[src/rtl/flowseq_pkg.sv]
package flowseq_pkg;

   localparam int unsigned WORD_W = 32;
   localparam int unsigned ADDR_W = 12;
   localparam int unsigned CNT_W  = 8;

   localparam logic [5:0] OPC_NOP  = 6'h21;
   localparam logic [5:0] OPC_END  = 6'h22;
   localparam logic [5:0] OPC_CALL = 6'h24;
   localparam logic [5:0] OPC_IFU  = 6'h27;
   localparam logic [5:0] OPC_IFC  = 6'h28;

   typedef enum logic [1:0] {
      CM_EITHER = 2'd0,
      CM_BOTH   = 2'd1,
      CM_XONLY  = 2'd2,
      CM_YONLY  = 2'd3
   } cmode_e;

   typedef struct packed {
      logic [ADDR_W-1:0] resume_pc;
      logic [ADDR_W-1:0] end_pc;
   } frame_t;

endpackage

[src/rtl/flowseq_cond.sv]
module flowseq_cond
   import flowseq_pkg::*;
#(
   parameter int unsigned UNI_W = 16
) (
   input  logic             use_uni,
   input  logic [3:0]       sel_field,
   input  logic [1:0]       flags,
   input  logic [UNI_W-1:0] uni,
   output logic             cond
);
   localparam int unsigned SEL_W = $clog2(UNI_W);

   if (UNI_W < 2 || UNI_W > 16) begin : g_bad_uni
      $error("flowseq_cond: UNI_W must be 2..16");
   end

   logic   ref_x, ref_y, hit_x, hit_y, cmp_res;
   cmode_e mode;

   assign ref_x = sel_field[3];
   assign ref_y = sel_field[2];
   assign mode  = cmode_e'(sel_field[1:0]);
   assign hit_x = (flags[1] == ref_x);
   assign hit_y = (flags[0] == ref_y);

   always_comb begin
      unique case (mode)
         CM_EITHER: cmp_res = hit_x | hit_y;
         CM_BOTH:   cmp_res = hit_x & hit_y;
         CM_XONLY:  cmp_res = hit_x;
         default:   cmp_res = hit_y;
      endcase
   end

   logic uni_res;
   if (SEL_W == 4) begin : g_full_sel
      assign uni_res = uni[sel_field];
   end else begin : g_part_sel
      logic [3-SEL_W:0] hi_bits;
      assign hi_bits = sel_field[3:SEL_W];
      assign uni_res = (hi_bits == '0) ? uni[sel_field[SEL_W-1:0]] : 1'b0;
   end

   assign cond = use_uni ? uni_res : cmp_res;

endmodule

[src/rtl/flowseq_stack.sv]
module flowseq_stack
   import flowseq_pkg::*;
#(
   parameter int unsigned DEPTH = 4
) (
   input  logic                       clk,
   input  logic                       rst_n,
   input  logic                       clear,
   input  logic                       push,
   input  logic                       pop,
   input  frame_t                     push_frame,
   output frame_t                     top_frame,
   output logic                       empty,
   output logic                       full,
   output logic [$clog2(DEPTH+1)-1:0] level
);
   localparam int unsigned LVL_W = $clog2(DEPTH+1);

   if (DEPTH < 1 || DEPTH > 64) begin : g_bad_depth
      $error("flowseq_stack: DEPTH must be 1..64");
   end

   logic [LVL_W-1:0] lvl_q;
   frame_t           slot_q [DEPTH];

   assign empty = (lvl_q == '0);
   assign full  = (lvl_q == LVL_W'(DEPTH));
   assign level = lvl_q;

   always_ff @(posedge clk or negedge rst_n) begin
      if (!rst_n) begin
         lvl_q <= '0;
      end else if (clear) begin
         lvl_q <= '0;
      end else if (push && !full) begin
         lvl_q <= lvl_q + 1'b1;
      end else if (pop && !empty) begin
         lvl_q <= lvl_q - 1'b1;
      end
   end

   for (genvar i = 0; i < DEPTH; i++) begin : g_slot
      always_ff @(posedge clk or negedge rst_n) begin
         if (!rst_n) begin
            slot_q[i] <= '0;
         end else if (!clear && push && !full && lvl_q == LVL_W'(i)) begin
            slot_q[i] <= push_frame;
         end
      end
   end

   always_comb begin
      top_frame = '0;
      for (int i = 0; i < DEPTH; i++) begin
         if (lvl_q == LVL_W'(i + 1)) top_frame = slot_q[i];
      end
   end

endmodule

[src/rtl/flowseq_top.sv]
module flowseq_top
   import flowseq_pkg::*;
#(
   parameter int unsigned DEPTH = 4,
   parameter int unsigned UNI_W = 16
) (
   input  logic                clk,
   input  logic                rst_n,
   input  logic                start,
   input  logic [ADDR_W-1:0]   entry_pc,
   output logic [ADDR_W-1:0]   imem_addr,
   input  logic [WORD_W-1:0]   imem_data,
   input  logic [1:0]          cmp_flags,
   input  logic [UNI_W-1:0]    bool_uni,
   output logic                busy,
   output logic                issue_valid,
   output logic [WORD_W-1:0]   issue_word,
   output logic                done,
   output logic                target_err,
   output logic                stack_fault
);
   localparam int unsigned LVL_W = $clog2(DEPTH+1);

   logic [ADDR_W-1:0] pc_q;
   logic              busy_q, iv_q, done_q, terr_q, fault_q;
   logic [WORD_W-1:0] iw_q;

   logic [5:0]        opc;
   logic [ADDR_W-1:0] tgt, tgt_plus, pc_inc;
   logic [CNT_W-1:0]  cnt;
   logic              is_if, cond, back_tgt, at_end, exec;
   logic              st_push, st_pop, st_empty, st_full;
   frame_t            st_top, st_new;
   logic [LVL_W-1:0]  stk_level;

   assign opc      = imem_data[31:26];
   assign tgt      = imem_data[21:10];
   assign cnt      = imem_data[7:0];
   assign tgt_plus = tgt + ADDR_W'(cnt);
   assign pc_inc   = pc_q + 1'b1;
   assign is_if    = (opc == OPC_IFC) || (opc == OPC_IFU);
   assign back_tgt = (tgt <= pc_q);

   assign at_end = busy_q && !st_empty && (pc_q == st_top.end_pc);
   assign exec   = busy_q && !at_end && !start;

   flowseq_cond #(.UNI_W(UNI_W)) u_cond (
      .use_uni   (opc == OPC_IFU),
      .sel_field (imem_data[25:22]),
      .flags     (cmp_flags),
      .uni       (bool_uni),
      .cond      (cond)
   );

   always_comb begin
      st_push = 1'b0;
      st_new  = '0;
      if (exec && opc == OPC_CALL) begin
         st_push          = 1'b1;
         st_new.end_pc    = tgt_plus;
         st_new.resume_pc = pc_inc;
      end else if (exec && is_if && !back_tgt && cond && cnt != '0) begin
         st_push          = 1'b1;
         st_new.end_pc    = tgt;
         st_new.resume_pc = tgt_plus;
      end
   end

   assign st_pop = at_end && !start;

   flowseq_stack #(.DEPTH(DEPTH)) u_stack (
      .clk        (clk),
      .rst_n      (rst_n),
      .clear      (start),
      .push       (st_push),
      .pop        (st_pop),
      .push_frame (st_new),
      .top_frame  (st_top),
      .empty      (st_empty),
      .full       (st_full),
      .level      (stk_level)
   );

   always_ff @(posedge clk or negedge rst_n) begin
      if (!rst_n) begin
         pc_q    <= '0;
         busy_q  <= 1'b0;
         iv_q    <= 1'b0;
         iw_q    <= '0;
         done_q  <= 1'b0;
         terr_q  <= 1'b0;
         fault_q <= 1'b0;
      end else begin
         iv_q   <= 1'b0;
         done_q <= 1'b0;
         terr_q <= 1'b0;
         if (start) begin
            pc_q    <= entry_pc;
            busy_q  <= 1'b1;
            fault_q <= 1'b0;
         end else begin
            if (st_push && st_full) fault_q <= 1'b1;
            if (at_end) begin
               pc_q <= st_top.resume_pc;
            end else if (exec) begin
               unique case (opc)
                  OPC_END: begin
                     busy_q <= 1'b0;
                     done_q <= 1'b1;
                  end
                  OPC_CALL: pc_q <= tgt;
                  OPC_IFC, OPC_IFU: begin
                     if (back_tgt) begin
                        terr_q <= 1'b1;
                        pc_q   <= pc_inc;
                     end else if (cond) begin
                        pc_q <= pc_inc;
                     end else begin
                        pc_q <= tgt;
                     end
                  end
                  OPC_NOP: pc_q <= pc_inc;
                  default: begin
                     pc_q <= pc_inc;
                     iv_q <= 1'b1;
                     iw_q <= imem_data;
                  end
               endcase
            end
         end
      end
   end

   assign imem_addr   = pc_q;
   assign busy        = busy_q;
   assign issue_valid = iv_q;
   assign issue_word  = iw_q;
   assign done        = done_q;
   assign target_err  = terr_q;
   assign stack_fault = fault_q;

endmodule

[config.mk]
export PLATFORM = sky130hd
export DESIGN_NAME = flowseq_top
export DESIGN_NICKNAME = d
export VERILOG_FILES = /design/src/rtl/flowseq_pkg.sv /design/src/rtl/flowseq_cond.sv /design/src/rtl/flowseq_stack.sv /design/src/rtl/flowseq_top.sv
export SDC_FILE = /design/constraint.sdc
export NUM_CORES = 1
export LEC_CHECK = 0
export CAP_MARGIN = 25
export CORE_MARGIN = 1
export CORE_UTILIZATION = 27
export CTS_CLUSTER_SIZE = 12
export DETAILED_ROUTE_END_ITERATION = 10
export HOLD_SLACK_MARGIN = 0.05
export SYNTH_ARGS = -nofsm -noshare
export SYNTH_HDL_FRONTEND = slang
export SYNTH_SLANG_ARGS = --single-unit
[constraint.sdc]
create_clock -name clk -period 6.7 [get_ports clk]
set_clock_uncertainty 0.05 [all_clocks]
set_input_delay 1.34 -clock clk [delete_from_list [all_inputs] [get_ports clk]]
set_output_delay 1.34 -clock clk [all_outputs]
set_load 0.01 [all_outputs]
==> impl_metrics.ini <==
[floorplan]
die_y_um = 182.1
rows = 65
dieArea_um2 = 33180
die_w_um = 182.1
ios = 114
start_util = 0.2763
core_area_um2 = 31720

[power]
powerDensity_nw_per_um2 = 221.8
ir_worst_vdd_mv = 0.1474
leakagePower_nw = 4.718

[synthesis]
async_flop_share = 1.000
syn_nets = 924
synth_warnings = 0
synth_edf_count = 0
syn_area_um2 = 8762
yosys-top-cells-area = dfrtp_1, mux2_2, ha_1
yosysUniqueCellTypes = 69
ys_seq_elements = 148
seq_area_frac_synth = 0.4227
synth_area_leader_cell = dfrtp_1
synthFlopType = dfrtp_1
synthCells = 831
syn_area_per_cell_um2 = 10.54
yosys.area.top_type_share = 0.4227

[setup_path]
start_kind = flop
cp_data_required_time_ns = 6.96
end_kind = flop
worstPathArrival_ns = 5.25
worstSetupPathType = flop to flop
cp_max_fo = 23

[sta]
rsz0062_at_grt = false
clock.fmax_mhz = 200.3
tns_ns = 0
finalHoldViolations = 0
setup_viol = 0
maxSlewViolCount = 0
period_minus_slack_ns = 4.993
relSlewSlack = 0.2841
tightest_slew_ns = 1.072
period_share = 0.7452

[finish]
syn_to_final_growth_pct = 24.25
diodes = 0
stdcell_count = 1341
nets = 1019
layout-drive-gt1-share = 0.1970

[cts]
clock_path_buffers = 2
cts-buffers-inserted = 17
clk_pin_slew_ns = 0.07
cts_num_sinks = 148
clock_latency_ns = 0.43
cts_htree_levels = 4
cts_hold_buf = 0
root_buffer = clkbuf_16
cts_resized = 0
cts_tree = built
post_cts_buffers = 0

[drt]
first_iter_violations = 732
wl_per_cell_um = 20.46
drc = 0
postRouteWirelength_mm = 27.44
vias_per_cell = 5.362
drt_pass1_iterations = 8
ant_nets = 0
via_count = 7191

[place]
placedCellCount = 1309
port_buffers = 113
hpwl_mm = 19.38
place.gp.congestion = 0.9300

[global_route]
grt_util_all_layers = 0.1681
overflow = 0
grt_first_pass_wirelength_mm = 42.81
grt_pass1_vias = 7185
grt_max_degree = 87
antenna_found_initial = 0

[run_status]
status = finished clean

[flow_run]
drv_cap = 0

[worst_hold_path]
hold_class = flop to flop
cells in the final DEF, fill, tap and decap left out, types with 7 or more instances in the layout:
master,count
or4bb_1,9
a21oi_1,40
nand2_1,62
a222oi_1,11
nor2b_1,7
nand4_1,21
o21a_1,14
nand3_1,21
clkbuf_16,17
buf_4,16
xnor2_1,16
dfrtp_1,148
nor2_1,50
ha_1,27
mux2_2,112
o21ai_0,37
nor3_1,7
mux2_1,19
a22o_1,21
inv_1,33
o221a_2,12
clkdlybuf4s50_1,112
logic make-up after synthesis:
group,share of synthesized area
compound gates,0.1521
xor+xnor,0.02099
fa+ha+maj,0.04084
buf+inv,0.04284
flops,0.4227
mux,0.1809
simple gates,0.1397
cell type report:
cell class / instances / area [µm²]
clock buffer: 17 / 425.4
inverter: 34 / 127.6
multi-input combinational: 596 / 4683
tap: 402 / 503.0
fill: 3186 / 20830
sequential: 148 / 3704
timing repair buffer: 129 / 1252
clock inverter: 15 / 191.4
worst max-delay path, stage by stage, from the launching register on:
cell,delay [ns]
dfrtp_1,0.42
inv_1,0.13
ha_1,0.58
buf_4,0.33
and2_1,0.32
buf_4,0.33
nand2b_1,0.13
and3_1,0.18
o2111ai_1,0.38
nor4_4,0.09
buf_4,0.24
nor2_2,0.24
and4_1,0.68
buf_4,0.38
mux2_2,0.36
Yosys cell counts, types with 7 or more instances:
master,number
dfrtp_1,148
mux2_2,112
nand2_1,62
nor2_1,50
a21oi_1,40
o21ai_0,37
inv_1,33
clkbuf_1,28
ha_1,27
a22o_1,21
nand3_1,21
nand4_1,21
mux2_1,19
xnor2_1,16
buf_2,15
o21a_1,14
o221a_2,12
a222oi_1,11
or4bb_1,9
nor2b_1,7
nor3_1,7
registers in the layout, summed over array words and instances (netlist names):
name	cells
busy	1
done	1
imem_addr	12
issue_valid	1
issue_word	32
stack_fault	1
target_err	1
u_stack.level	3
u_stack.slot_q	96
routing by layer:
layer | GRT usage | vias to the layer above | wire length (µm)
met5 | 0 | - | 0
li1 | - | 3298 | -
met2 | 0.2638 | 277 | 12700
met3 | 0.03193 | 24 | 1718
met1 | 0.2338 | 3592 | 12550
met4 | 0.05042 | 0 | 476
power by group:
part           internal [mW]  switching (mW)
combinational          0.203           0.202
clock                  0.598           0.428
sequential             0.931          0.0527
worst paths after layout:
| path | from | endpoint | slack [ns] | depth (start not counted) |
|---|---|---|---|---|
| max in group asynchronous | rst_n | imem_addr[9] | 4.30 | 2 |
| min reg2reg | u_stack.slot_q[91] | u_stack.slot_q[91] | 0.44 | 1 |
| max reg2reg | u_stack.level[1] | u_stack.slot_q[78] | 1.71 | 14 |
| max | u_stack.level[1] | u_stack.slot_q[78] | 1.71 | 14 |
| min in group asynchronous | rst_n | u_stack.slot_q[53] | 0.94 | 1 |
| min | u_stack.slot_q[91] | u_stack.slot_q[91] | 0.44 | 1 |
metrics by stage:
step	instance area, µm²	util	setup slack [ns]	total power [mW]	hold WS [ns]
detailed placement	10270	0.3238	1.594	1.402	0.4248
finish	10890	0.3432	1.707	2.415	0.4393
floorplan	8762	-	2.384	1.187	0.4080
CTS	10890	0.3432	1.745	2.431	0.4429
global route	10890	0.3432	1.481	2.504	0.4544
global placement	10270	0.3238	1.587	1.399	0.4176
Note: power is estimated with default switching activity, not from simulation.
